===== src/rtl/dl_pkg.sv =====
package dl_pkg;

    localparam int GROUP_WORDS = 256;

    typedef enum logic [2:0] {
        ACT_HOLD,
        ACT_LOAD,
        ACT_ZERO,
        ACT_ONES,
        ACT_INIT
    } out_act_e;

    function automatic int pipe_stages(bit speed, bit variable, int depth);
        if (!speed || !variable) return 0;
        return (depth > GROUP_WORDS) ? 2 : 1;
    endfunction

endpackage


===== src/rtl/dl_shift_store.sv =====
module dl_shift_store #(
    parameter int WIDTH = 8,
    parameter int DEPTH = 12
) (
    input  logic                         clk_i,
    input  logic                         rst_ni,
    input  logic                         en_i,
    input  logic [WIDTH-1:0]             din_i,
    output logic [DEPTH-1:0][WIDTH-1:0]  words_o
);

    typedef struct packed {
        logic [DEPTH-1:0][WIDTH-1:0] words;
    } store_t;

    store_t s_d, s_q;

    always_comb begin
        s_d = s_q;
        if (en_i) begin
            s_d.words[0] = din_i;
            for (int i = 1; i < DEPTH; i++) begin
                s_d.words[i] = s_q.words[i-1];
            end
        end
    end

    // storage is deliberately not resettable
    always_ff @(posedge clk_i) begin
        s_q <= s_d;
    end

    assign words_o = s_q.words;

    a_r6_store_stall: assert property (@(posedge clk_i) disable iff (!rst_ni)
        !en_i |=> $stable(words_o));

    a_r2_shift_in: assert property (@(posedge clk_i) disable iff (!rst_ni)
        en_i |=> words_o[0] == $past(din_i));

endmodule


===== src/rtl/dl_tap_select.sv =====
module dl_tap_select #(
    parameter int WIDTH = 8,
    parameter int DEPTH = 12,
    parameter int PIPE  = 0,
    localparam int IDX_W = (DEPTH > 1) ? $clog2(DEPTH) : 1
) (
    input  logic                         clk_i,
    input  logic                         rst_ni,
    input  logic                         en_i,
    input  logic [DEPTH-1:0][WIDTH-1:0]  words_i,
    input  logic [IDX_W-1:0]             sel_i,
    output logic [WIDTH-1:0]             tap_o
);

    if (PIPE == 0) begin : g_comb
        logic unused_pipe0;
        assign unused_pipe0 = ^{clk_i, rst_ni, en_i};
        assign tap_o = words_i[sel_i];
    end else if (PIPE == 1) begin : g_one
        typedef struct packed {
            logic [WIDTH-1:0] tap;
        } p1_t;
        p1_t p_d, p_q;

        always_comb begin
            p_d = p_q;
            if (en_i) p_d.tap = words_i[sel_i];
        end

        always_ff @(posedge clk_i) begin
            p_q <= p_d;
        end

        assign tap_o = p_q.tap;

        a_r5_stage_stall: assert property (@(posedge clk_i) disable iff (!rst_ni)
            !en_i |=> $stable(tap_o));
    end else begin : g_two
        localparam int NG   = (DEPTH + dl_pkg::GROUP_WORDS - 1) / dl_pkg::GROUP_WORDS;
        localparam int HI_W = (NG > 1) ? $clog2(NG) : 1;

        typedef struct packed {
            logic [NG-1:0][WIDTH-1:0] grp;
            logic [HI_W-1:0]          hi;
            logic [WIDTH-1:0]         tap;
        } p2_t;
        p2_t p_d, p_q;

        always_comb begin
            p_d = p_q;
            if (en_i) begin
                for (int g = 0; g < NG; g++) begin
                    int idx;
                    idx = g * dl_pkg::GROUP_WORDS + (int'(sel_i) % dl_pkg::GROUP_WORDS);
                    p_d.grp[g] = (idx < DEPTH) ? words_i[IDX_W'(idx)] : '0;
                end
                p_d.hi  = HI_W'(int'(sel_i) / dl_pkg::GROUP_WORDS);
                p_d.tap = p_q.grp[p_q.hi];
            end
        end

        always_ff @(posedge clk_i) begin
            p_q <= p_d;
        end

        assign tap_o = p_q.tap;

        a_r5_level_stall: assert property (@(posedge clk_i) disable iff (!rst_ni)
            !en_i |=> $stable(tap_o) && $stable(p_q.hi));
    end

endmodule


===== src/rtl/dl_out_stage.sv =====
module dl_out_stage #(
    parameter int               WIDTH        = 8,
    parameter bit               HAS_SCLR     = 1,
    parameter bit               HAS_SSET     = 1,
    parameter bit               HAS_SINIT    = 0,
    parameter bit               CLR_WINS     = 1,
    parameter bit               SYNC_OVER_CE = 1,
    parameter logic [WIDTH-1:0] INIT_VAL     = '0,
    parameter logic [WIDTH-1:0] POWERUP_VAL  = '0
) (
    input  logic             clk_i,
    input  logic             rst_ni,
    input  logic             en_i,
    input  logic             clr_i,
    input  logic             set_i,
    input  logic             init_i,
    input  logic [WIDTH-1:0] d_i,
    output logic [WIDTH-1:0] q_o
);
    import dl_pkg::*;

    typedef struct packed {
        logic [WIDTH-1:0] q;
    } out_t;

    out_t      o_d, o_q;
    out_act_e  act;
    logic      ctl_ok, clr_a, set_a, init_a;

    always_comb begin
        ctl_ok = SYNC_OVER_CE || en_i;
        clr_a  = HAS_SCLR  && clr_i  && ctl_ok;
        set_a  = HAS_SSET  && set_i  && ctl_ok;
        init_a = HAS_SINIT && init_i && ctl_ok;

        if (init_a)                 act = ACT_INIT;
        else if (clr_a && set_a)    act = CLR_WINS ? ACT_ZERO : ACT_ONES;
        else if (clr_a)             act = ACT_ZERO;
        else if (set_a)             act = ACT_ONES;
        else if (en_i)              act = ACT_LOAD;
        else                        act = ACT_HOLD;

        o_d = o_q;
        unique case (act)
            ACT_INIT: o_d.q = INIT_VAL;
            ACT_ZERO: o_d.q = '0;
            ACT_ONES: o_d.q = '1;
            ACT_LOAD: o_d.q = d_i;
            default:  o_d.q = o_q.q;
        endcase
    end

    always_ff @(posedge clk_i) begin
        if (!rst_ni) o_q.q <= POWERUP_VAL;
        else         o_q   <= o_d;
    end

    assign q_o = o_q.q;

    a_r10_powerup: assert property (@(posedge clk_i) disable iff (!rst_ni)
        $rose(rst_ni) |-> q_o == POWERUP_VAL);

    a_r6_out_hold: assert property (@(posedge clk_i) disable iff (!rst_ni)
        (!en_i && !clr_i && !set_i && !init_i) |=> $stable(q_o));

    if (HAS_SCLR) begin : g_clr_chk
        a_r7_clear: assert property (@(posedge clk_i) disable iff (!rst_ni)
            (clr_i && (SYNC_OVER_CE || en_i) && (CLR_WINS || !(HAS_SSET && set_i)))
            |=> q_o == '0);
    end

    if (HAS_SSET) begin : g_set_chk
        a_r7_set: assert property (@(posedge clk_i) disable iff (!rst_ni)
            (set_i && (SYNC_OVER_CE || en_i) && (!CLR_WINS || !(HAS_SCLR && clr_i)))
            |=> q_o == '1);
    end

    if (HAS_SINIT) begin : g_init_chk
        a_r9_init: assert property (@(posedge clk_i) disable iff (!rst_ni)
            (init_i && (SYNC_OVER_CE || en_i)) |=> q_o == INIT_VAL);
    end

    if (!SYNC_OVER_CE) begin : g_gate_chk
        a_r8_gated: assert property (@(posedge clk_i) disable iff (!rst_ni)
            !en_i |=> $stable(q_o));
    end

endmodule


===== src/rtl/addressable_delay_line.sv =====
module addressable_delay_line #(
    parameter int               WIDTH        = 8,
    parameter int               DEPTH        = 12,
    parameter bit               VARIABLE     = 1,
    parameter bit               OUT_REG      = 1,
    parameter bit               SPEED        = 0,
    parameter bit               HAS_CE       = 1,
    parameter bit               HAS_SCLR     = 1,
    parameter bit               HAS_SSET     = 1,
    parameter bit               HAS_SINIT    = 0,
    parameter bit               CLR_WINS     = 1,
    parameter bit               SYNC_OVER_CE = 1,
    parameter logic [WIDTH-1:0] INIT_VAL     = '0,
    parameter logic [WIDTH-1:0] POWERUP_VAL  = '0,
    localparam int              IDX_W        = (DEPTH > 1) ? $clog2(DEPTH) : 1,
    localparam int              ADDR_W       = IDX_W + 1
) (
    input  logic              clk_i,
    input  logic              rst_ni,
    input  logic              ce_i,
    input  logic              sclr_i,
    input  logic              sset_i,
    input  logic              sinit_i,
    input  logic [ADDR_W-1:0] addr_i,
    input  logic [WIDTH-1:0]  din_i,
    output logic [WIDTH-1:0]  dout_o
);

    localparam int PIPE    = dl_pkg::pipe_stages(SPEED, VARIABLE, DEPTH);
    localparam int FIX_TAP = DEPTH - 1 - int'(OUT_REG);

    if (HAS_SINIT && (HAS_SCLR || HAS_SSET)) begin : g_bad_ctl
        $error("initialize cannot be combined with set or clear");
    end
    if (DEPTH < 2) begin : g_bad_depth
        $error("DEPTH must be at least 2");
    end

    logic                        en;
    logic [IDX_W-1:0]            sel;
    logic [DEPTH-1:0][WIDTH-1:0] words;
    logic [WIDTH-1:0]            tap;
    logic                        unused_ports;

    assign unused_ports = ^{ce_i, sclr_i, sset_i, sinit_i, addr_i};

    always_comb begin
        en = HAS_CE ? ce_i : 1'b1;
        if (!VARIABLE)                               sel = IDX_W'(FIX_TAP);
        else if (addr_i > ADDR_W'(DEPTH - 1))        sel = IDX_W'(DEPTH - 1);
        else                                         sel = addr_i[IDX_W-1:0];
    end

    dl_shift_store #(.WIDTH(WIDTH), .DEPTH(DEPTH)) u_store (
        .clk_i   (clk_i),
        .rst_ni  (rst_ni),
        .en_i    (en),
        .din_i   (din_i),
        .words_o (words)
    );

    dl_tap_select #(.WIDTH(WIDTH), .DEPTH(DEPTH), .PIPE(PIPE)) u_select (
        .clk_i   (clk_i),
        .rst_ni  (rst_ni),
        .en_i    (en),
        .words_i (words),
        .sel_i   (sel),
        .tap_o   (tap)
    );

    if (OUT_REG) begin : g_oreg
        dl_out_stage #(
            .WIDTH(WIDTH), .HAS_SCLR(HAS_SCLR), .HAS_SSET(HAS_SSET),
            .HAS_SINIT(HAS_SINIT), .CLR_WINS(CLR_WINS),
            .SYNC_OVER_CE(SYNC_OVER_CE), .INIT_VAL(INIT_VAL),
            .POWERUP_VAL(POWERUP_VAL)
        ) u_out (
            .clk_i  (clk_i),
            .rst_ni (rst_ni),
            .en_i   (en),
            .clr_i  (sclr_i),
            .set_i  (sset_i),
            .init_i (sinit_i),
            .d_i    (tap),
            .q_o    (dout_o)
        );

        a_r4_reg_follows: assert property (@(posedge clk_i) disable iff (!rst_ni)
            (en && !sclr_i && !sset_i && !sinit_i) |=> dout_o == $past(tap));
    end else begin : g_noreg
        assign dout_o = tap;
    end

endmodule


===== config.mk =====
export PLATFORM = sky130hd
export DESIGN_NAME = addressable_delay_line
export DESIGN_NICKNAME = d
export VERILOG_FILES = /design/src/rtl/dl_pkg.sv /design/src/rtl/dl_shift_store.sv /design/src/rtl/dl_tap_select.sv /design/src/rtl/dl_out_stage.sv /design/src/rtl/addressable_delay_line.sv
export SDC_FILE = /design/constraint.sdc
export NUM_CORES = 1
export LEC_CHECK = 0
export CORE_MARGIN = 3
export CORE_UTILIZATION = 50
export DETAILED_ROUTE_END_ITERATION = 10
export GPL_ROUTABILITY_DRIVEN = 1
export MAX_ROUTING_LAYER = met4
export PLACE_DENSITY = 0.67
export RECOVER_POWER = 100
export SYNTH_ARGS = -nofsm -noshare
export SYNTH_HDL_FRONTEND = slang
export SYNTH_SLANG_ARGS = --single-unit

===== constraint.sdc =====
create_clock -name clk_i -period 2 [get_ports clk_i]
set_clock_uncertainty 0.2 [all_clocks]
set_input_delay 0.3 -clock clk_i [delete_from_list [all_inputs] [get_ports clk_i]]
set_output_delay 0.3 -clock clk_i [all_outputs]
set_load 0.005 [all_outputs]

== Word level (Yosys, flattened, before mapping) ==
Cells that the tools add are included.

* Bits in registers: 104

* $lt $le $gt $ge: 2
* Equal/unequal tests: 4
* Muxes and demuxes: 8
* Reduce and logical (&&, ||, !) cells: 3

{| class="wikitable"
|+ Operators with widths
! kind !! number
|-
| 8-bit binary-select mux with 4-bit select || 1
|-
| 8-bit one-hot mux with 3 select lines || 1
|-
| 3-bit 2-to-1 mux || 3
|-
| 8-bit 2-to-1 mux || 1
|-
| 3-bit by 2-bit == test with 1-bit output, second input constant || 2
|-
| 5-bit by 4-bit greater-than comparator with 1-bit output, second input constant || 1
|-
| 4-bit by 5-bit < comparator with 1-bit output, second input constant || 1
|-
| 4-bit 2-to-1 mux || 1
|-
| 3-bit by 1-bit == test with 1-bit output, second input constant || 1
|-
| 3-bit == test, second input constant || 1
|-
| 3-bit nonzero test || 1
|-
| 2-bit OR reduction || 1
|-
| 1-bit logical AND || 1
|-
| 1-bit 2-to-1 mux || 1
|}

== Longest topological paths before layout ==
* Word-level depth: 7
* Mapped depth: 8
* Mapped depth without buffers: 5

== By module ==
From an unflattened synthesis, not the netlist that was laid out.

* Cell total of the unflattened synthesis: 205
* Area total of the unflattened synthesis: 4053.9 um^2

{| class="wikitable"
|+ Modules (own cells, without submodules)
! module !! instances !! cells each !! area an instance (um^2) !! sequential area each (um^2)
|-
| dl_shift_store || 1 || 96 || 2882.8 || 2882.8
|-
| dl_tap_select || 1 || 77 || 834.6 || 0.0
|-
| dl_out_stage || 1 || 28 || 305.3 || 160.2
|-
| addressable_delay_line || 1 || 4 || 31.3 || 0.0
|}

== Worst setup path after synthesis ==
No wires, ideal clock.

* Path kind: input to register
* Start: input addr_i[1]
* End: register g_oreg.u_out.o_q (netlist bit g_oreg.u_out.q_o[3])
* Library setup time: 0.136 ns
* Data arrival time: 1.524 ns
* Path slack: 0.140 ns
* Cell stages on the path: 7
* Path buffers: 2
* Cells stage by stage: buf_6 -> or3_1 -> clkbuf_1 -> a221oi_1 -> a211oi_1 -> a311oi_1 -> o32ai_1

* Cells in the longest elaborated chain, start to end: 5

{| class="wikitable"
|+ RTL lines
! item !! line !! text
|-
| start, declared || addressable_delay_line.sv:24 || <nowiki>input logic [ADDR_W-1:0] addr_i,</nowiki>
|-
| 5-bit by 4-bit greater-than comparator with 1-bit output || addressable_delay_line.sv:50 || <nowiki>else if (addr_i > ADDR_W'(DEPTH - 1)) sel = IDX_W'(DEPTH - 1);</nowiki>
|-
| 4-bit 2-to-1 mux * || addressable_delay_line.sv:50 ||
|-
| 8-bit binary-select mux with 4-bit select * || dl_tap_select.sv:18 || <nowiki>assign tap_o = words_i[sel_i];</nowiki>
|-
| 8-bit 2-to-1 mux (not written as such) * || dl_tap_select.sv:18 ||
|-
| 8-bit one-hot mux with 3 select lines * || dl_out_stage.sv:44 || <nowiki>unique case (act)</nowiki>
|-
| end, declared || dl_out_stage.sv:26 || <nowiki>out_t o_d, o_q;</nowiki>
|}

Mark *: on every way between the ends. The rest lies on a longest branch, timed or not. The select of a mux whose other input is x is not followed.
A chain may end at the register's enable or synchronous reset.

== Worst setup path in the final report ==
* Start: input addr_i[4]
* End: register g_oreg.u_out.o_q (netlist bit g_oreg.u_out.q_o[6])

* Cells in the longest elaborated chain, start to end: 5

{| class="wikitable"
|+ RTL lines
! item !! line
|-
| 5-bit by 4-bit greater-than comparator with 1-bit output || addressable_delay_line.sv:50
|-
| 4-bit 2-to-1 mux || addressable_delay_line.sv:50
|-
| 8-bit binary-select mux with 4-bit select || dl_tap_select.sv:18
|-
| 8-bit 2-to-1 mux (not written as such) || dl_tap_select.sv:18
|-
| 8-bit one-hot mux with 3 select lines || dl_out_stage.sv:44
|}

Every way passes these cells. The select of a mux whose other input is x is not followed.

==> flow_summary.json <==
{
  "start_kind": "input port",
  "ir_drop_uv": 393,
  "maxCapViolCount": 0,
  "r2r_end": "g_oreg.u_out.q_o[6]",
  "netlist_instances": 290,
  "synth_top_family_by_area": "compound AO/OA/AOI/OAI gates",
  "yosysWarnings": 0,
  "powerDensity_nw_per_um2": 846,
  "clk_pin_slew_ns": 0.09,
  "slowest_stage": "dlygate4sd2_1",
  "setup.worst_path.start": "addr_i[4]",
  "yosysSeqAreaShare": 0.712,
  "hp-start": "ce_i",
  "grt_pass1_vias": 2785,
  "die_h_um": 98.4,
  "routed_wl_um": 9060,
  "wire_per_inst_um": 19.0,
  "cts_buffer_depth": 2,
  "synthMuxAreaShare": 0.0378,
  "arrival_ns": 2.07,
  "io_pins": 27,
  "final_layout_size_suffix_gt1_frac": 0.237,
  "crit_end": "g_oreg.u_out.q_o[6]",
  "synth.top_cell.area_share": 0.675,
  "crit_fanout": 5,
  "drc": 0,
  "final-max-slew-violation-count": 0,
  "overflow": 0,
  "drt-pass1-iter-count": 5,
  "stdcell_area_um2": 5230,
  "die_width_um": 98.4,
  "hold_buffers": 0,
  "placed_area_um2": 4920,
  "fin_crit_sh": 0.994,
  "cp_common_cell": "buf_4",
  "die-area_um2": 9690,
  "timing.rr.start": "u_store.words_o[46]",
  "power.internal_mw": 3.43,
  "setup_viol_count_final": 0,
  "power.share.combinational": 0.094,
  "seqPwrFrac": 0.587,
  "relSlewSlack": 0.538,
  "floorplan.rows": 33,
  "gp_congestion": 0.859,
  "core-area_um2": 8260,
  "crit_required_ns": 2.08,
  "grt_pass1_wl_um": 14600,
  "cts_root_buf": "clkbuf_8",
  "synth.most_common_cell": "edfxtp_1",
  "dp_hpwl_um": 6280,
  "antenna_found_initial": 1,
  "ant_nets": 0,
  "port_buffers": 25,
  "synth_area_leaders": "edfxtp_1, dfxtp_1, mux2i_1, a21oi_1, o21ai_0",
  "finalCriticalPeriod_ns": 1.99,
  "max_freq_mhz": 503,
  "yosys.area_share.xor_xnor": 0,
  "final_nets": 385,
  "power_switching_mw": 0.996,
  "criticalPathCategory": "input port to flop",
  "outcome": "complete, no violations",
  "start_util": 0.517,
  "hp-class": "input port to flop",
  "track_usage": 0.201,
  "netlist_area_um2": 4270,
  "ys_ff_latch": 104,
  "synth_flop_cell": "edfxtp_1",
  "cts_tree": "built",
  "synth_compound_area_frac": 0.158,
  "hold_violations": 0,
  "synth-simple-area-share": 0.0606,
  "setup_tns_ns": 0,
  "synth_adder_area_share": 0,
  "syn_avg_cell_area_um2": 14.7,
  "yosysTopAreaCell": "edfxtp_1",
  "synth_edf_count": 96,
  "p_sw_frac": 0.225,
  "drt_iter0_drc": 198,
  "synth_fp_nets": 309,
  "end_kind": "flop",
  "synthToLayoutAreaGrowth_pct": 22.5,
  "r2r_slack_ns": 0.27,
  "synth-async-reset-ratio": 0,
  "worst_pin_slew_ns": 0.693,
  "routed-via-count": 2867,
  "clock_sinks": 104,
  "leakagePower_nw": 1.94,
  "synth_cell_types": 47,
  "path_cells": "dlygate4sd2_1, buf_4, a211oi_4, buf_6, a221oi_1, a211oi_1, a311oi_1, buf_4, o32ai_2",
  "synthTopCellsByCount": "edfxtp_1, a21oi_1, nand2_1",
  "worstRegToRegCells": 5,
  "via_per_inst": 6.01,
  "grt_max_degree": 77,
  "clk_latency_ns": 0.37,
  "htreeDepth": 3,
  "pwr-share-clk": 0.320,
  "crit_path_max_incr_delay_ns": 0.29,
  "cts_buffers": 9
}
-- metrics by stage --
stage	setup WS, ns	power (mW)	utilization	hold slack (ns)	std cells
3_5_place_dp	-0.764	3.04	0.596	0.235	451
2_1_floorplan	0.140	2.81	-	0.199	290
5_1_grt	-0.0823	4.60	0.633	0.263	477
3_3_place_gp	-0.703	3.03	0.596	0.227	451
4_1_cts	0.0103	4.45	0.630	0.160	472
6_report	0.0111	4.42	0.633	0.228	477
-- how the worst min path moves through the flow --
stage                          endpoint  cells after the start
global route        u_store.words_o[90]                      0
detailed placement  u_store.words_o[47]                      0
floorplan            u_store.words_o[0]                      0
CTS                 u_store.words_o[81]                      2
finish              g_oreg.u_out.q_o[4]                      4
global placement    u_store.words_o[47]                      0
-- cells by family (layout without fill, tap and decap cells) --
group           after synthesis  in the layout
mux                          16             16
flops                       104            104
buf+inv                      23            104
compound gates               94             94
simple gates                 53             53
other cells                   0              1
-- repair_timing --
| action | in CTS | in global routing |
|---|---|---|
| endpoints found under the setup margin | 8 | 7 |
| pin swaps | 7 | 3 |
| resized for setup | 11 | 6 |
| buffers inserted | 5 | 4 |
| endpoints found under the hold margin | 0 | 0 |
-- layer usage --
layer | vias to the layer above | global-route usage | wire [µm] | share of wire
met2 | 116 | 0.286 | 4110 | 0.45
met5 | - | - | 0 | 0
met4 | 0 | 0.0830 | 200 | 0.022
met3 | 18 | 0.0382 | 545 | 0.060
met1 | 1427 | 0.286 | 4200 | 0.46
li1 | 1306 | - | - | -
-- final cells by class --
cell class | count | area [µm²]
timing repair buffer | 83 | 692
clock buffer | 9 | 124
clock inverter | 7 | 95.1
multi-input combinational | 163 | 1120
antenna | 1 | 2.50
fill | 621 | 3030
sequential | 104 | 3040
inverter | 5 | 18.8
tap | 105 | 131
-- flip-flops by register name, summed over array words and instances (netlist names) --
| name | flops |
|---|---|
| g_oreg.u_out.q_o | 8 |
| u_store.words_o | 96 |
-- critical path, delay by kind of cell --
kind | cells | cell delay [ns]
buf+inv | 4 | 0.80
compound gates | 5 | 0.98
-- power by group through the flow --
stage / clock [mW] / sequential, mW / combinational, mW
floorplan: 0 / 2.61 / 0.194
global placement: 0 / 2.63 / 0.396
detailed placement: 0 / 2.64 / 0.402
CTS: 1.44 / 2.59 / 0.416
global route: 1.54 / 2.61 / 0.451
finish: 1.42 / 2.59 / 0.414
-- placed cells by master (no fill, tap or decap), types with 3 or more instances in the layout --
cell / count
mux2i_1: 15
buf_6: 3
nand2b_1: 7
clkdlybuf4s50_1: 3
o21ai_0: 17
a221oi_1: 8
dfxtp_1: 8
nand2_1: 19
a211oi_1: 4
inv_1: 4
o221ai_1: 3
clkbuf_8: 9
nor2_2: 6
buf_4: 51
o32ai_1: 3
nor2_1: 6
edfxtp_1: 96
dlygate4sd3_1: 16
a311oi_1: 4
a21oi_1: 24
o211ai_1: 3
dlygate4sd2_1: 4
nor2b_1: 4
a211o_1: 5
Power figures use the tool's default switching activity.
